<file path="config.mk">
export PLATFORM = sky130hd
export DESIGN_NAME = irq_dist
export DESIGN_NICKNAME = d
export VERILOG_FILES = /design/src/rtl/irq_dist_pkg.sv /design/src/rtl/irq_cfg_bank.sv /design/src/rtl/irq_lfsr.sv /design/src/rtl/irq_route_fsm.sv /design/src/rtl/irq_core_pend.sv /design/src/rtl/irq_dist.sv
export SDC_FILE = /design/constraint.sdc
export NUM_CORES = 1
export LEC_CHECK = 0
export ABC_AREA = 0
export CORE_MARGIN = 10
export CORE_UTILIZATION = 60
export CTS_BUF_LIST = sky130_fd_sc_hd__clkbuf_4 sky130_fd_sc_hd__clkbuf_8
export DETAILED_ROUTE_END_ITERATION = 8
export PLACE_DENSITY = 0.89
export SLEW_MARGIN = 25
export SYNTH_ARGS = -nofsm -noshare
export SYNTH_HDL_FRONTEND = slang
export SYNTH_SLANG_ARGS = --single-unit
</file>
<file path="constraint.sdc">
create_clock -name clk -period 6.5 [get_ports clk]
set_clock_uncertainty 0.05 [all_clocks]
set_input_delay 1.3 -clock clk [delete_from_list [all_inputs] [get_ports clk]]
set_output_delay 1.3 -clock clk [all_outputs]
set_load 0.03 [all_outputs]
</file>
<file path="src/rtl/irq_dist_pkg.sv">
package irq_dist_pkg;

    typedef enum logic [0:0] {
        RT_IDLE  = 1'b0,
        RT_ROUTE = 1'b1
    } route_state_e;

    typedef struct packed {
        logic dyn;
        logic rnd;
    } vec_mode_t;

endpackage

</file>
<file path="src/rtl/irq_cfg_bank.sv">
module irq_cfg_bank
    import irq_dist_pkg::*;
#(
    parameter int NVEC  = 8,
    parameter int NCORE = 4
) (
    input  logic                     clk,
    input  logic                     rst_n,
    input  logic                     wr_en,
    input  logic [$clog2(NVEC)-1:0]  wr_vec,
    input  vec_mode_t                wr_mode,
    input  logic [NCORE-1:0]         wr_mask,
    input  logic [$clog2(NVEC)-1:0]  rd_vec,
    output vec_mode_t                rd_mode,
    output logic [NCORE-1:0]         rd_mask
);
    localparam int VW = $clog2(NVEC);

    vec_mode_t        mode_q [NVEC];
    logic [NCORE-1:0] mask_q [NVEC];

    for (genvar v = 0; v < NVEC; v++) begin : g_vec
        always_ff @(posedge clk) begin
            if (!rst_n) begin
                mode_q[v] <= '{dyn: 1'b0, rnd: 1'b0};
                mask_q[v] <= NCORE'(1);
            end else if (wr_en && wr_vec == VW'(v)) begin
                mode_q[v] <= wr_mode;
                mask_q[v] <= wr_mask;
            end
        end
    end

    assign rd_mode = mode_q[rd_vec];
    assign rd_mask = mask_q[rd_vec];

endmodule

</file>
<file path="src/rtl/irq_lfsr.sv">
module irq_lfsr #(
    parameter int          W    = 8,
    parameter logic [W-1:0] TAPS = 8'hB8,
    parameter logic [W-1:0] SEED = 8'hA5
) (
    input  logic         clk,
    input  logic         rst_n,
    output logic [W-1:0] value
);
    logic [W-1:0] sr_q;
    logic         fb;

    assign fb = ^(sr_q & TAPS);

    always_ff @(posedge clk) begin
        if (!rst_n) sr_q <= SEED;
        else        sr_q <= {sr_q[W-2:0], fb};
    end

    assign value = sr_q;

endmodule

</file>
<file path="src/rtl/irq_route_fsm.sv">
module irq_route_fsm
    import irq_dist_pkg::*;
#(
    parameter int NVEC  = 8,
    parameter int NCORE = 4,
    parameter int RW    = 8
) (
    input  logic                     clk,
    input  logic                     rst_n,
    input  logic [NVEC-1:0]          ext_irq,
    input  logic [RW-1:0]            rnd,
    output logic [$clog2(NVEC)-1:0]  cur_vec,
    input  vec_mode_t                cur_mode,
    input  logic [NCORE-1:0]         cur_mask,
    output logic                     dlv_valid,
    output logic [$clog2(NVEC)-1:0]  dlv_vec,
    output logic [NCORE-1:0]         dlv_mask,
    output logic                     dlv_rand,
    output logic                     drop,
    output route_state_e             state
);
    localparam int VW = $clog2(NVEC);

    route_state_e     state_q, state_d;
    logic [NVEC-1:0]  prev_q, hold_q, rise, clr;
    logic [VW-1:0]    vec_q, low_idx;
    logic             any_req;
    logic [NCORE-1:0] pick_oh, targets;

    assign rise    = ext_irq & ~prev_q;
    assign any_req = |hold_q;

    // lowest captured vector
    always_comb begin
        low_idx = '0;
        for (int i = NVEC - 1; i >= 0; i--) begin
            if (hold_q[i]) low_idx = VW'(i);
        end
    end

    // random single-core pick: rotate from an LFSR start, skip masked cores
    always_comb begin
        automatic int  start = int'(rnd) % NCORE;
        automatic bit  found = 1'b0;
        pick_oh = '0;
        for (int i = 0; i < NCORE; i++) begin
            automatic int idx = (start + i) % NCORE;
            if (!found && cur_mask[idx]) begin
                pick_oh[idx] = 1'b1;
                found        = 1'b1;
            end
        end
    end

    always_comb begin
        if (!cur_mode.dyn)     targets = cur_mask;
        else if (cur_mode.rnd) targets = pick_oh;
        else                   targets = '1;
    end

    // state register
    always_ff @(posedge clk) begin
        if (!rst_n) state_q <= RT_IDLE;
        else        state_q <= state_d;
    end

    // next state
    always_comb begin
        state_d = state_q;
        unique case (state_q)
            RT_IDLE:  state_d = any_req ? RT_ROUTE : RT_IDLE;
            RT_ROUTE: state_d = RT_IDLE;
        endcase
    end

    // outputs
    always_comb begin
        dlv_valid = 1'b0;
        dlv_mask  = '0;
        dlv_rand  = 1'b0;
        drop      = 1'b0;
        clr       = '0;
        unique case (state_q)
            RT_IDLE: ;
            RT_ROUTE: begin
                dlv_valid  = |targets;
                dlv_mask   = targets;
                dlv_rand   = cur_mode.dyn & cur_mode.rnd;
                drop       = ~|targets;
                clr[vec_q] = 1'b1;
            end
        endcase
    end

    // request capture and vector latch
    always_ff @(posedge clk) begin
        if (!rst_n) begin
            prev_q <= '0;
            hold_q <= '0;
            vec_q  <= '0;
        end else begin
            prev_q <= ext_irq;
            hold_q <= (hold_q & ~clr) | rise;
            if (state_q == RT_IDLE && any_req) vec_q <= low_idx;
        end
    end

    assign cur_vec = vec_q;
    assign dlv_vec = vec_q;
    assign state   = state_q;

endmodule

</file>
<file path="src/rtl/irq_core_pend.sv">
module irq_core_pend #(
    parameter int NVEC = 8
) (
    input  logic                       clk,
    input  logic                       rst_n,
    input  logic [NVEC-1:0]            set_ext,
    input  logic                       set_local,
    input  logic                       set_resched,
    input  logic                       set_call,
    input  logic                       ack_en,
    input  logic [$clog2(NVEC+3)-1:0]  ack_bit,
    output logic [NVEC+2:0]            pend,
    output logic                       irq
);
    localparam int P = NVEC + 3;

    logic [P-1:0] pend_q, set_vec, ack_vec;

    assign set_vec = {set_call, set_resched, set_local, set_ext};
    assign ack_vec = ack_en ? (P'(1) << ack_bit) : '0;

    // a set in the same cycle as an acknowledge wins
    always_ff @(posedge clk) begin
        if (!rst_n) pend_q <= '0;
        else        pend_q <= (pend_q & ~ack_vec) | set_vec;
    end

    assign pend = pend_q;
    assign irq  = |pend_q;

endmodule

</file>
<file path="src/rtl/irq_dist.sv">
module irq_dist
    import irq_dist_pkg::*;
#(
    parameter int NVEC  = 8,
    parameter int NCORE = 4,
    parameter int RW    = 8
) (
    input  logic                               clk,
    input  logic                               rst_n,
    input  logic                               cfg_wr_en,
    input  logic [$clog2(NVEC)-1:0]            cfg_wr_vec,
    input  logic                               cfg_wr_dynamic,
    input  logic                               cfg_wr_random,
    input  logic [NCORE-1:0]                   cfg_wr_mask,
    input  logic [NVEC-1:0]                    ext_irq,
    input  logic [NCORE-1:0]                   core_local_irq,
    input  logic                               ipi_valid,
    input  logic [$clog2(NCORE)-1:0]           ipi_src,
    input  logic [NCORE-1:0]                   ipi_targets,
    input  logic                               ipi_kind,
    input  logic                               ack_valid,
    input  logic [$clog2(NCORE)-1:0]           ack_core,
    input  logic [$clog2(NVEC+3)-1:0]          ack_bit,
    output logic [NCORE*(NVEC+3)-1:0]          core_pend,
    output logic [NCORE-1:0]                   core_irq,
    output logic                               route_err
);
    localparam int P  = NVEC + 3;
    localparam int VW = $clog2(NVEC);
    localparam int CW = $clog2(NCORE);

    logic [VW-1:0]    cur_vec, dlv_vec;
    vec_mode_t        cur_mode;
    logic [NCORE-1:0] cur_mask, dlv_mask;
    logic             dlv_valid, dlv_rand, drop, err_q;
    logic [RW-1:0]    rnd;
    route_state_e     rt_state;

    irq_cfg_bank #(.NVEC(NVEC), .NCORE(NCORE)) u_cfg (
        .clk     (clk),
        .rst_n   (rst_n),
        .wr_en   (cfg_wr_en),
        .wr_vec  (cfg_wr_vec),
        .wr_mode ('{dyn: cfg_wr_dynamic, rnd: cfg_wr_random}),
        .wr_mask (cfg_wr_mask),
        .rd_vec  (cur_vec),
        .rd_mode (cur_mode),
        .rd_mask (cur_mask)
    );

    irq_lfsr #(.W(RW)) u_lfsr (
        .clk   (clk),
        .rst_n (rst_n),
        .value (rnd)
    );

    irq_route_fsm #(.NVEC(NVEC), .NCORE(NCORE), .RW(RW)) u_route (
        .clk       (clk),
        .rst_n     (rst_n),
        .ext_irq   (ext_irq),
        .rnd       (rnd),
        .cur_vec   (cur_vec),
        .cur_mode  (cur_mode),
        .cur_mask  (cur_mask),
        .dlv_valid (dlv_valid),
        .dlv_vec   (dlv_vec),
        .dlv_mask  (dlv_mask),
        .dlv_rand  (dlv_rand),
        .drop      (drop),
        .state     (rt_state)
    );

    for (genvar c = 0; c < NCORE; c++) begin : g_core
        logic [NVEC-1:0] set_ext;
        logic            ipi_hit;

        assign set_ext = (dlv_valid && dlv_mask[c]) ? (NVEC'(1) << dlv_vec) : '0;
        assign ipi_hit = ipi_valid && ipi_targets[c] && (ipi_src != CW'(c));

        irq_core_pend #(.NVEC(NVEC)) u_pend (
            .clk         (clk),
            .rst_n       (rst_n),
            .set_ext     (set_ext),
            .set_local   (core_local_irq[c]),
            .set_resched (ipi_hit && !ipi_kind),
            .set_call    (ipi_hit && ipi_kind),
            .ack_en      (ack_valid && ack_core == CW'(c)),
            .ack_bit     (ack_bit),
            .pend        (core_pend[c*P +: P]),
            .irq         (core_irq[c])
        );
    end

    always_ff @(posedge clk) begin
        if (!rst_n)    err_q <= 1'b0;
        else if (drop) err_q <= 1'b1;
    end

    assign route_err = err_q;

endmodule

</file>
==> flow_summary.toml <==
[synth]
ys_ff_latch = 124
synth_edf_count = 48
synth.top_cell.area_share_pct = 26.2
syn_nets = 594
ys_seq_area_share_pct = 51.1
synth_cell_types = 50
synth_area_leaders = "dfxtp_1, edfxtp_1, and2_1, o21ai_0, nor2b_1"
synthesis.instances = 547
ys.flop_type = "dfxtp_1"
syn_area_per_cell_um2 = 10.6
synth-warning-count = 0
yosysTopAreaCell = "dfxtp_1"
syn_area_um2 = 5800
async_flop_share_pct = 0

[routing]
avgViaCountPerCell = 5.90
drtIter0Drc = 413
drc = 0
wl_mm = 14.9
drt_first_pass_iters = 5
wl_per_cell_um = 19.3
postRouteAntennaNets = 0
vias = 4555

[clock_network]
clockBufferDepth = 2
clk_pin_slew_ns = 0.08
holdBufCountCts = 0
cts_max_level = 4
post-cts-setup-buffers = 0
insertion_delay_ns = 0.43
root_buffer = "clkbuf_8"
cts_tree = "yes"
clock-sinks = 124
cts_buffers = 17
cts.repair.resized = 0

[critical_path]
reg2reg_slack_ns = 2.80
r2r_end = "route_err"
cp-end-kind = "flip-flop"
path_class = "reg2reg"
cp.required_ns = 6.77
reg2reg_depth = 8
critPathMaxFanout = 12
critPathArrivalTime_ns = 3.97
worstSetupStartpointType = "flip-flop"

[cells_and_area]
antenna_cells = 0
drive_above_1_share_pct = 9.64
area_growth_pct = 22.5
layout.nets = 677

[pwr]
comb_power_share_pct = 20.1
power_frac_clock_pct = 33.4
power_leakage_uw = 0.00250
power_uw = 1950
ir_drop_mv = 0.192
p_per_area_nw_per_um2 = 274
power_frac_seq_pct = 46.5
p_int_uw = 1360
power_switching_uw = 587
sw_frac_of_total_pct = 30.2

[sta]
layout_min_cycle_time_ns = 3.70
rsz0062_at_grt = "false"
finalHoldViolCount = 0
tightestPinTransition_ns = 0.911
setup_tns_ns = 0
drv_slew = 0
setup_slack_ns = 2.80
setup_viol = 0
relSlewSlack_pct = 38.6
min_period_over_period_pct = 56.9
fmax_mhz = 270

[placed_design]
io_buffers = 87
dp_hpwl_mm = 11.0
routabilityCongestion = 0.942
post-place-ws_ns = 2.86

[grt]
grt_pass1_wl_mm = 24.1
groute.usage.overall_pct = 21.1
grt_max_degree = 85
grt-ovfl-total = 0
antenna_found_initial = 0
first_global_vias = 4632

[min_path]
hold_start = "u_lfsr.value[6]"
hold_class = "reg2reg"
holdPathStages = 1
holdPathEnd = "u_lfsr.value[7]"

[flow_run]
drv_cap = 0

[floorplan]
io_pins = 88
core_um2 = 9330
fp-row-count = 35
initial_core_util_pct = 62.2
die-area_um2 = 14000
dieWidth_um = 118
die_y_um = 118

[outcome]
status = "finished clean"
[cells by family (layout without fill, tap and decap cells)]
group	count (synthesis)	count (layout)	synth area share (%)
adders and majority gates	8	8	1.73
AOI/OAI and AO/OA	130	130	14.5
and+or+nand+nor	230	230	22.5
xor gates and xnor gates	3	3	0.453
buffers and inverters	31	127	2.42
DFF	124	124	51.1
muxes	21	21	7.36
[worst max path at each step]
stage,from,end,slack (ns),cells after the start
after floorplan,flip-flop,route_err,3.45,9
after global placement,flip-flop,route_err,2.99,8
after detailed placement,flip-flop,route_err,2.86,8
after CTS,flip-flop,route_err,2.84,8
after global routing,flip-flop,route_err,2.54,8
final,flip-flop,route_err,2.80,8
[Yosys cell counts (all sizes together) (3+ instances only)]
cell type  instances
a21boi            21
a21oi             17
a22oi              3
and2              76
buf                6
clkbuf            18
dfxtp             76
edfxtp            48
ha                 8
inv                7
mux2               6
mux4              14
nand2             33
nand2b            12
nand3             14
nand3b             4
nand4              7
nor2              22
nor2b             30
nor3              10
nor4              10
o2111ai            3
o211ai             3
o21ai             70
or3                7
[cells in the final DEF, fill, tap and decap left out, types with 2 or more instances in the layout]
master	n
clkdlybuf4s50_1	86
a22oi_1	3
a21boi_1	3
clkinv_4	2
xor2_1	2
nand2_1	33
nand3_1	14
mux2_2	3
inv_1	7
dfxtp_1	76
mux4_2	8
o21ai_0	70
a31oi_4	2
ha_1	8
o2111ai_1	3
inv_6	4
or3_1	7
nor3_1	9
a21boi_0	18
and2_1	76
nand2b_1	12
mux4_1	6
a21oi_1	17
clkinv_2	3
nor2b_1	29
nand4_1	7
mux2_4	3
a31o_2	2
edfxtp_1	48
nand3b_1	4
nor2_1	22
o211ai_1	3
clkbuf_8	19
nor4_1	10
[critical path: stages (launching register included)]
cell,delay (ns)
dfxtp_1,0.74
mux4_1,0.65
mux2_2,0.35
or4b_2,0.65
a41oi_2,0.26
a222oi_1,0.19
a31oi_4,0.35
nor3_2,0.09
a32o_1,0.26
[through the flow]
| stage | cells | cell area [um2] | util (%) | hold WS [ns] |
|---|---|---|---|---|
| global route | 772 | 7110 | 76.2 | 0.405 |
| global placement | 740 | 6720 | 72.0 | 0.343 |
| finish | 772 | 7110 | 76.2 | 0.364 |
| floorplan | 547 | 5800 | - | 0.336 |
| CTS | 772 | 7100 | 76.1 | 0.369 |
| detailed placement | 740 | 6720 | 72.0 | 0.357 |
[cell type report]
cell class                 count  area (um2)
sequential                   124        2960
multi-input combinational    392        2700
fill                         634        2220
timing repair buffer          88         873
clock buffer                  20         269
tap                          129         161
clock inverter                12         111
inverter                       7        26.3
[power by group through the flow]
stage	clock, uW	sequential [uW]	combinational [uW]
floorplan	0	921	258
global placement	0	919	369
detailed placement	0	922	385
CTS	652	905	388
global route	688	912	420
finish	651	906	391
[flip-flops by register name, summed over array words and instances, names as in the netlist, named ones only]
register / count
u_route.hold_q: 8
u_route.prev_q: 8
route_err: 1
u_route.state: 1
u_cfg.mask_q: 32
g_core.u_pend.pend: 44
u_route.cur_vec: 3
u_lfsr.value: 8
u_cfg.mode_q: 16
[per-layer routing]
metal / GRT usage (%) / wire length (um) / up-vias
met1: 23.9 / 5830 / 2170
met2: 37.0 / 7610 / 215
met4: 8.11 / 245 / 0
met3: 5.85 / 1200 / 21
li1: - / - / 2149
met5: 0 / 0 / -
No activity file was read; power rests on OpenSTA's default activity.
